`src/rtl/segxu_pkg.sv`:
```
package segxu_pkg;

  typedef struct packed {
    logic [31:0] base;
    logic [19:0] limit;
    logic        gran;
    logic [7:0]  access;
  } seg_desc_t;

  typedef enum logic [1:0] {
    FS_IDLE = 2'd0,
    FS_LO   = 2'd1,
    FS_HI   = 2'd2
  } fetch_st_t;

  // Assemble a cached descriptor from its two memory words.
  function automatic seg_desc_t unpack_desc(input logic [31:0] w_lo,
                                            input logic [31:0] w_hi);
    seg_desc_t d;
    d.base   = {w_hi[31:24], w_hi[7:0], w_lo[31:16]};
    d.limit  = {w_hi[19:16], w_lo[15:0]};
    d.gran   = w_hi[23];
    d.access = w_hi[15:8];
    return d;
  endfunction

endpackage

```
`src/rtl/segxu_fetch.sv`:
```
module segxu_fetch
  import segxu_pkg::*;
#(
  parameter int NSEG = 4,
  localparam int SW = (NSEG > 1) ? $clog2(NSEG) : 1
) (
  input  logic            clk,
  input  logic            rst_n,
  input  logic            start,
  input  logic [SW-1:0]   start_slot,
  input  logic [15:0]     start_sel,
  input  logic [31:0]     gtab_base,
  input  logic [31:0]     ltab_base,
  output logic            busy,
  output logic            mem_rd_req,
  output logic [31:0]     mem_rd_addr,
  input  logic            mem_rd_valid,
  input  logic [31:0]     mem_rd_data,
  output logic            done,
  output logic [SW-1:0]   done_slot,
  output seg_desc_t       done_desc
);

  fetch_st_t     st_q, st_d;
  logic [31:0]   addr_q, addr_d;
  logic [31:0]   lo_q;
  logic [SW-1:0] slot_q;
  logic          addr_en, lo_en;

  always_comb begin
    st_d = st_q;
    unique case (st_q)
      FS_IDLE: if (start)        st_d = FS_LO;
      FS_LO:   if (mem_rd_valid) st_d = FS_HI;
      FS_HI:   if (mem_rd_valid) st_d = FS_IDLE;
      default:                   st_d = FS_IDLE;
    endcase
  end

  assign addr_en = (st_q == FS_IDLE) && start;
  assign addr_d  = (start_sel[2] ? ltab_base : gtab_base) +
                   {16'h0000, start_sel[15:3], 3'b000};
  assign lo_en   = (st_q == FS_LO) && mem_rd_valid;

  always_ff @(posedge clk or negedge rst_n) begin
    if (!rst_n) begin
      st_q   <= FS_IDLE;
      addr_q <= '0;
      lo_q   <= '0;
      slot_q <= '0;
    end else begin
      st_q <= st_d;
      if (addr_en) begin
        addr_q <= addr_d;
        slot_q <= start_slot;
      end
      if (lo_en) lo_q <= mem_rd_data;
    end
  end

  assign busy        = (st_q != FS_IDLE);
  assign mem_rd_req  = (st_q == FS_LO) || (st_q == FS_HI);
  assign mem_rd_addr = (st_q == FS_HI) ? (addr_q + 32'd4) : addr_q;
  assign done        = (st_q == FS_HI) && mem_rd_valid;
  assign done_slot   = slot_q;
  assign done_desc   = unpack_desc(lo_q, mem_rd_data);

  // an accepted start makes the unit busy on the next cycle
  assert_start_busy_R2: assert property (@(posedge clk) disable iff (!rst_n)
    (start && !busy) |=> busy);

  // with aligned table bases every read is word-aligned
  assert_rd_align_R2: assert property (@(posedge clk) disable iff (!rst_n)
    mem_rd_req |-> (mem_rd_addr[1:0] == 2'b00));

  // busy ends the cycle after the final word returns
  assert_done_idle_R6: assert property (@(posedge clk) disable iff (!rst_n)
    done |=> !busy);

  // the second read follows the first at the next word
  assert_hi_step_R2: assert property (@(posedge clk) disable iff (!rst_n)
    (mem_rd_req && mem_rd_valid && !done) |=>
      (mem_rd_addr == $past(mem_rd_addr) + 32'd4));

endmodule

```
`src/rtl/segxu_cache.sv`:
```
module segxu_cache
  import segxu_pkg::*;
#(
  parameter int NSEG = 4,
  localparam int SW = (NSEG > 1) ? $clog2(NSEG) : 1
) (
  input  logic            clk,
  input  logic            rst_n,
  input  logic            sel_we,
  input  logic [SW-1:0]   sel_slot,
  input  logic [15:0]     sel_val,
  input  logic            desc_we,
  input  logic [SW-1:0]   desc_slot,
  input  seg_desc_t       desc_val,
  input  logic [SW-1:0]   rd_slot,
  output logic [15:0]     rd_sel,
  output seg_desc_t       rd_desc
);

  logic [15:0] sel_q  [NSEG];
  seg_desc_t   desc_q [NSEG];

  for (genvar i = 0; i < NSEG; i++) begin : g_slot
    logic sel_en, desc_en;
    assign sel_en  = sel_we  && (sel_slot  == SW'(i));
    assign desc_en = desc_we && (desc_slot == SW'(i));

    always_ff @(posedge clk or negedge rst_n) begin
      if (!rst_n) begin
        sel_q[i]  <= '0;
        desc_q[i] <= '0;
      end else begin
        if (sel_en)  sel_q[i]  <= sel_val;
        if (desc_en) desc_q[i] <= desc_val;
      end
    end
  end

  assign rd_sel  = sel_q[rd_slot];
  assign rd_desc = desc_q[rd_slot];

  // selector writes are only accepted outside a fetch, so they never
  // coincide with the descriptor fill
  assert_we_excl_R8: assert property (@(posedge clk) disable iff (!rst_n)
    !(sel_we && desc_we));

endmodule

```
`src/rtl/segxu_agen.sv`:
```
module segxu_agen
  import segxu_pkg::*;
(
  input  logic        clk,
  input  logic        rst_n,
  input  logic        req_ok,
  input  logic        prot,
  input  logic [15:0] ent_sel,
  input  seg_desc_t   ent_desc,
  input  logic [31:0] off,
  output logic        valid_q,
  output logic        fault_q,
  output logic [31:0] lin_q,
  output logic [1:0]  rpl_q,
  output logic [7:0]  acc_q
);

  logic [19:0] real_sum;
  logic [31:0] eff_lim;
  logic        over;
  logic [31:0] lin_d;
  logic        valid_d, fault_d;

  always_comb begin
    real_sum = {ent_sel, 4'h0} + {4'h0, off[15:0]};
    eff_lim  = ent_desc.gran ? {ent_desc.limit, 12'hFFF}
                             : {12'h000, ent_desc.limit};
    over     = off > eff_lim;
    lin_d    = prot ? (ent_desc.base + off) : {12'h000, real_sum};
    valid_d  = req_ok && !(prot && over);
    fault_d  = req_ok && prot && over;
  end

  always_ff @(posedge clk or negedge rst_n) begin
    if (!rst_n) begin
      valid_q <= 1'b0;
      fault_q <= 1'b0;
      lin_q   <= '0;
      rpl_q   <= '0;
      acc_q   <= '0;
    end else begin
      valid_q <= valid_d;
      fault_q <= fault_d;
      if (req_ok) begin
        lin_q <= lin_d;
        rpl_q <= ent_sel[1:0];
        acc_q <= ent_desc.access;
      end
    end
  end

  // real-mode results stay within 20 bits and never fault
  assert_real_upper_R1: assert property (@(posedge clk) disable iff (!rst_n)
    (req_ok && !prot) |=> (valid_q && !fault_q && lin_q[31:20] == 12'h000));

  // a byte-granular limit cannot cover an offset at or above 1M
  assert_byte_lim_R5: assert property (@(posedge clk) disable iff (!rst_n)
    (req_ok && prot && !ent_desc.gran && off[31:20] != 12'h000) |=> fault_q);

  // fault and valid are never reported together
  assert_fault_excl_R5: assert property (@(posedge clk) disable iff (!rst_n)
    !(valid_q && fault_q));

endmodule

```
`src/rtl/seg_xlat.sv`:
```
module seg_xlat
  import segxu_pkg::*;
#(
  parameter int NSEG = 4,
  localparam int SW = (NSEG > 1) ? $clog2(NSEG) : 1
) (
  input  logic          clk,
  input  logic          rst_n,
  input  logic          prot_en,
  input  logic [31:0]   gtab_base,
  input  logic [31:0]   ltab_base,
  input  logic          seg_wr,
  input  logic [SW-1:0] seg_wr_slot,
  input  logic [15:0]   seg_wr_sel,
  input  logic          xlat_req,
  input  logic [SW-1:0] xlat_slot,
  input  logic [31:0]   xlat_off,
  output logic          busy,
  output logic          xlat_valid,
  output logic          xlat_fault,
  output logic [31:0]   xlat_lin,
  output logic [1:0]    xlat_rpl,
  output logic [7:0]    xlat_access,
  output logic          mem_rd_req,
  output logic [31:0]   mem_rd_addr,
  input  logic          mem_rd_valid,
  input  logic [31:0]   mem_rd_data
);

  logic          wr_ok, fetch_go, req_ok;
  logic          fill_we;
  logic [SW-1:0] fill_slot;
  seg_desc_t     fill_desc;
  logic [15:0]   ent_sel;
  seg_desc_t     ent_desc;

  assign wr_ok    = seg_wr && !busy;
  assign fetch_go = wr_ok && prot_en;
  assign req_ok   = xlat_req && !busy;

  segxu_fetch #(.NSEG(NSEG)) u_fetch (
    .clk         (clk),
    .rst_n       (rst_n),
    .start       (fetch_go),
    .start_slot  (seg_wr_slot),
    .start_sel   (seg_wr_sel),
    .gtab_base   (gtab_base),
    .ltab_base   (ltab_base),
    .busy        (busy),
    .mem_rd_req  (mem_rd_req),
    .mem_rd_addr (mem_rd_addr),
    .mem_rd_valid(mem_rd_valid),
    .mem_rd_data (mem_rd_data),
    .done        (fill_we),
    .done_slot   (fill_slot),
    .done_desc   (fill_desc)
  );

  segxu_cache #(.NSEG(NSEG)) u_cache (
    .clk      (clk),
    .rst_n    (rst_n),
    .sel_we   (wr_ok),
    .sel_slot (seg_wr_slot),
    .sel_val  (seg_wr_sel),
    .desc_we  (fill_we),
    .desc_slot(fill_slot),
    .desc_val (fill_desc),
    .rd_slot  (xlat_slot),
    .rd_sel   (ent_sel),
    .rd_desc  (ent_desc)
  );

  segxu_agen u_agen (
    .clk     (clk),
    .rst_n   (rst_n),
    .req_ok  (req_ok),
    .prot    (prot_en),
    .ent_sel (ent_sel),
    .ent_desc(ent_desc),
    .off     (xlat_off),
    .valid_q (xlat_valid),
    .fault_q (xlat_fault),
    .lin_q   (xlat_lin),
    .rpl_q   (xlat_rpl),
    .acc_q   (xlat_access)
  );

  // a request made during a fetch yields no result
  assert_busy_ignore_R8: assert property (@(posedge clk) disable iff (!rst_n)
    (xlat_req && busy) |=> !(xlat_valid || xlat_fault));

  // a real-mode write never starts a fetch
  assert_real_nofetch_R6: assert property (@(posedge clk) disable iff (!rst_n)
    (!busy && !(seg_wr && prot_en)) |=> !busy);

  // every accepted request gives exactly one outcome next cycle
  assert_one_outcome_R10: assert property (@(posedge clk) disable iff (!rst_n)
    req_ok |=> $countones({xlat_valid, xlat_fault}) == 1);

endmodule

```
`config.mk`:
```
export PLATFORM = sky130hd
export DESIGN_NAME = seg_xlat
export DESIGN_NICKNAME = d
export VERILOG_FILES = /design/src/rtl/segxu_pkg.sv /design/src/rtl/segxu_fetch.sv /design/src/rtl/segxu_cache.sv /design/src/rtl/segxu_agen.sv /design/src/rtl/seg_xlat.sv
export SDC_FILE = /design/constraint.sdc
export NUM_CORES = 1
export LEC_CHECK = 0
export BUFFER_PORTS_ARGS = -buffer_cell sky130_fd_sc_hd__buf_2
export CAP_MARGIN = 20
export CORE_MARGIN = 3
export CORE_UTILIZATION = 64
export CTS_CLUSTER_SIZE = 14
export DETAILED_ROUTE_END_ITERATION = 12
export PLACE_DENSITY = 0.9
export SYNTH_ARGS = -nofsm -noshare
export SYNTH_HDL_FRONTEND = slang
export SYNTH_SLANG_ARGS = --single-unit
```
`constraint.sdc`:
```
create_clock -name clk -period 9.86 [get_ports clk]
set_clock_uncertainty 0.15 [all_clocks]
set_input_delay 0.986 -clock clk [delete_from_list [all_inputs] [get_ports clk]]
set_output_delay 0.986 -clock clk [all_outputs]
set_load 0.1 [all_outputs]
```
==> results.md <==
Status:
- The flow ran to the end, and the final reports show no timing, DRC or antenna violations.

Worst setup path:
- The cell with the largest stage delay on the worst path is mux4_2.
- By startpoint and endpoint, the worst setup path is classified as input port to flip-flop.
- The required arrival time at the worst endpoint is slightly above 10000 ps.
- On the worst path, the slowest cell contributes a delay of about 790 ps.
- The category of the worst setup path launch point is an input port.
- The kind of capture point of the worst setup path is a flip-flop.
- Of all nets on the critical path, the largest fanout is 41.
- The critical path goes through buf_4 -> buf_4 -> mux4_2 -> nand2_1 -> ha_1 -> nand2_1 -> nor4_1 -> nand4_1 -> o21ai_0 -> inv_1 -> a22oi_1 -> o31ai_1 -> and2_1.
- Data arrives at the worst endpoint at 5100 ps.

STA:
- The worst pin sits at a relative slew slack of about a quarter.
- The max-slew violation count is 0.
- The maximum achievable frequency is 208 MHz.
- Setup violations remaining at the end of the flow were counted as 0.
- The transition time at the pin with the least slew margin is 1110 ps.
- The post-route minimum period is 4810 ps.
- The accumulated negative setup slack is 0 ps.
- Setup repair after global routing left no endpoint under its margin.
- In the finished design, the share of the clock period the worst path needs comes to 48.7%.
- The final-report hold violation count is 0.

Route:
- The via total after detailed routing is 16300.
- In this run, the number of DRC markers left after iteration 0 of detailed routing was 1315.
- The vias per cell is 6.58.
- The number of remaining DRC errors is 0.
- The first detailed-routing pass ran for 7 iterations.
- After detailed routing, the total wire length is 60500 um.
- Dividing the detail-routed wire length by the instance count gives 24.3 um.
- In this run the remaining antenna-violating nets after routing total 0.

Die:
- The floorplan step defined a die boundary enclosing 37400 um^2.
- The floorplan core area is 34000 um^2.
- The width of the chip is 193 um.
- The die is roughly 190 um tall.
- In this run the count of I/O pins placed on the die edge is 232.
- The initial core utilization is ~66%.
- The initialized floorplan defines 67 standard-cell rows.

Finish:
- After filler insertion, the fill cell instance count of the layout stands at 2103.
- Of the cells placed in the final design, the portion with a size suffix greater than 1 is 38.8%.
- The net count of the finished layout is 2252.
- The post-route non-filler standard cell count is 2485.
- The utilization after layout is approximately 75%.
- From synthesis to final layout, the design area changed by 13.6%.

Yosys:
- The synthesized-area fraction occupied by xor and xnor cells is around 3.4%.
- The synthesized flop and latch total is 420.
- Counting every instance in the synthesized netlist gives 1799.
- The share of synthesized area spent on multiplexers is 27.0%.
- Each instance of the synthesized netlist takes up on average about 12 um^2.
- Counting flops with a built-in enable in the synthesized netlist gives 0.
- After synthesis, the largest family of logic cells by area is multiplexers.
- The synthesized-area fraction occupied by and/or/nand/nor cells is 7.53%.
- For this run, the register share of the synthesized area comes to 46.8%.
- The netlist uses 71 different library cells.
- In the synthesized netlist the async set-or-reset flop fraction comes to 100%.
- The area fraction in compound gates after synthesis is slightly below 8%.
- The adder and majority gate portion of the synthesized area is under 10%.
- Synthesis produced a netlist with a net count of approximately 2000.
- The total of warnings raised by yosys is 0.
- The mapped netlist covers 22500 um^2.
- The dominant register cell in the synthesized netlist is dfrtp_1.

Global route:
- The pin count of the biggest net entering global routing is 190.
- The global-route wire length before repair is 95600 um.
- For this run the aggregate overflow at the end of global routing stands at 0.
- The initial antenna violation count was 2.
- Global routing used 32.1% of the available tracks.
- The via count of the first global-routing pass is 17200.

Placed design:
- Detailed placement ended at an HPWL of between 40000 and 50000 um.
- At the end of routability-driven placement, the weighted congestion stood at between 0.9 and 1.
- In this run the tool buffered the top-level ports with 231 buffer cells.
- Including well taps, the total number of placed cells is 2403.

Power:
- The worst vdd rail ir drop is 0.000326 V.
- The total power density per cell area is approximately 350 nW/um^2.
- The leakage power figure is around 0.012 uW.

Clocking:
- CTS placed an instance of clkbuf_16 at the clock tree root.
- The number of setup buffers added after CTS is 0.
- Clock-pin slew was measured on the worst setup and hold paths at 70 ps.
- The largest buffer count on any clock path is 3.
- The total clock sinks is 420.
- After clock tree synthesis, the flow added hold-fix buffers numbering 0.
- TritonCTS built the clock tree.
- The number of gates resized after CTS is 0.
- Buffers inserted during clock tree synthesis total 43.
- The latest clock arrival within the worst-skew pair is between 500 and 600 ps.
- The H-tree was split into 2 levels.

Flow run:
- Max-cap violations in this run came to 0.

Hold path:
- The worst min-delay path category is input port to asynchronous set/reset pin.
-- routing by layer --
layer	vias up	GRT usage, %	routed length [um]
li1	7048	-	-
met1	8265	42.4	23700
met2	806	52.0	29100
met3	221	5.34	4420
met4	0	16.1	3380
met5	-	0	0
-- sequential cells by signal, summed over array words and instances (netlist names) --
| register | count |
|---|---|
| u_cache.desc_q | 244 |
| u_cache.sel_q | 64 |
| u_agen.lin_q | 32 |
| u_fetch.addr_q | 32 |
| u_fetch.lo_q | 32 |
| u_agen.acc_q | 8 |
| u_agen.rpl_q | 2 |
| u_fetch.done_slot | 2 |
| u_fetch.st_q | 2 |
| u_agen.fault_q | 1 |
| u_agen.valid_q | 1 |
-- per-stage QoR --
stage                     instance area, um^2  setup WS [ps]  hold slack (ps)  total power (uW)
final                                   25500           5050              312              8980
after global routing                    25500           4750              355              9400
after CTS                               25500           5200              334              8950
after detailed placement                24000           4660              317              7130
after global placement                  24000           4770              307              6890
after floorplan                         22500           4990              295              6150
-- cell usage in the layout, fill, tap and decap left out, drive strengths merged, types with 4 or more instances in the layout --
cell,n
nor2b,16
a32oi,5
o211ai,7
nand2b,9
mux2,362
clkbuf,59
mux2i,25
xor2,31
o21bai,7
nor3,20
nand4,21
inv,27
xnor2,56
mux4,77
o31ai,10
nor4,4
nand3,30
o31a,6
o21a,8
a211oi,11
nor2,59
clkinv,10
nand2,141
and4,7
dfrtp,420
a31oi,4
ha,93
a2111oi,4
o21ai,100
nor3b,4
a21o,28
bufinv,7
and3,12
a21oi,64
or2,5
buf,247
-- worst max-delay path: cells and delay by family --
kind | cells | cell delay [ps]
simple gates | 5 | 990
buf+inv | 3 | 1240
mux | 1 | 790
fa+ha+maj | 1 | 340
compound gates | 3 | 700
-- cell families after synthesis --
group,count (synthesis)
mux,464
flops,420
simple gates,345
compound gates,272
buf+inv,115
fa+ha+maj,96
xor+xnor,87
-- synthesized netlist by cell type, drive strengths merged (5+ instances only) --
| master | number | area (um^2) |
|---|---|---|
| nor3 | 20 | 121 |
| nand2b | 9 | 56.3 |
| and3 | 12 | 75.1 |
| nor2b | 16 | 108 |
| o31ai | 10 | 90.1 |
| o21a | 8 | 60.1 |
| a21oi | 64 | 332 |
| ha | 93 | 1160 |
| dfrtp | 420 | 10500 |
| o211ai | 7 | 52.6 |
| buf | 37 | 173 |
| o21ai | 100 | 515 |
| or2 | 5 | 31.3 |
| inv | 26 | 97.6 |
| xnor2 | 56 | 490 |
| nor2 | 59 | 221 |
| mux2 | 362 | 4080 |
| and4 | 7 | 61.3 |
| mux2i | 25 | 250 |
| o21bai | 7 | 52.6 |
| o31a | 6 | 53.8 |
| nand3 | 30 | 155 |
| nand4 | 21 | 131 |
| xor2 | 31 | 272 |
| a21o | 28 | 210 |
| clkbuf | 52 | 195 |
| a211oi | 11 | 87.6 |
| a32oi | 5 | 43.8 |
| mux4 | 77 | 1730 |
| nand2 | 141 | 529 |
-- cell type report --
class | count | area (um^2) | area share, %
Sequential cell | 420 | 10500 | 41.2
Clock buffer | 59 | 1220 | 4.77
Antenna cell | 2 | 5.00 | 0.0196
Timing Repair Buffer | 247 | 1320 | 5.15
Clock inverter | 19 | 313 | 1.23
Inverter | 26 | 97.6 | 0.382
Multi-Input combinational cell | 1264 | 11500 | 45.1
Tap cell | 448 | 561 | 2.20
-- where the power goes --
part | leakage [uW] | switching, uW | total (uW) | internal [uW]
Combinational | 0.00579 | 2590 | 4120 | 1540
Sequential | 0.00528 | 580 | 3120 | 2540
Clock | 0.000750 | 691 | 1740 | 1050
Total | 0.0118 | 3860 | 8980 | 5130
-- path summary, 6_finish.rpt --
kind                                                      from                               to  slack [ps]  cells past startpoint
worst max-delay path                              xlat_slot[1]         u_agen.fault_q$_DFF_PN0_        5050                     13
worst min-delay path                                     rst_n    u_cache.sel_q[35]$_DFFE_PN0P_         310                      1
worst max register to register  u_cache.desc_q[29]$_DFFE_PN0P_     u_agen.lin_q[24]$_DFFE_PN0P_        6360                     12
worst min register to register    u_agen.lin_q[24]$_DFFE_PN0P_     u_agen.lin_q[24]$_DFFE_PN0P_         330                      2
max in group asynchronous                                rst_n  u_cache.desc_q[109]$_DFFE_PN0P_        6970                      3
min in group clk                  u_agen.lin_q[24]$_DFFE_PN0P_     u_agen.lin_q[24]$_DFFE_PN0P_         330                      2
Power figures use the tool's default switching activity.
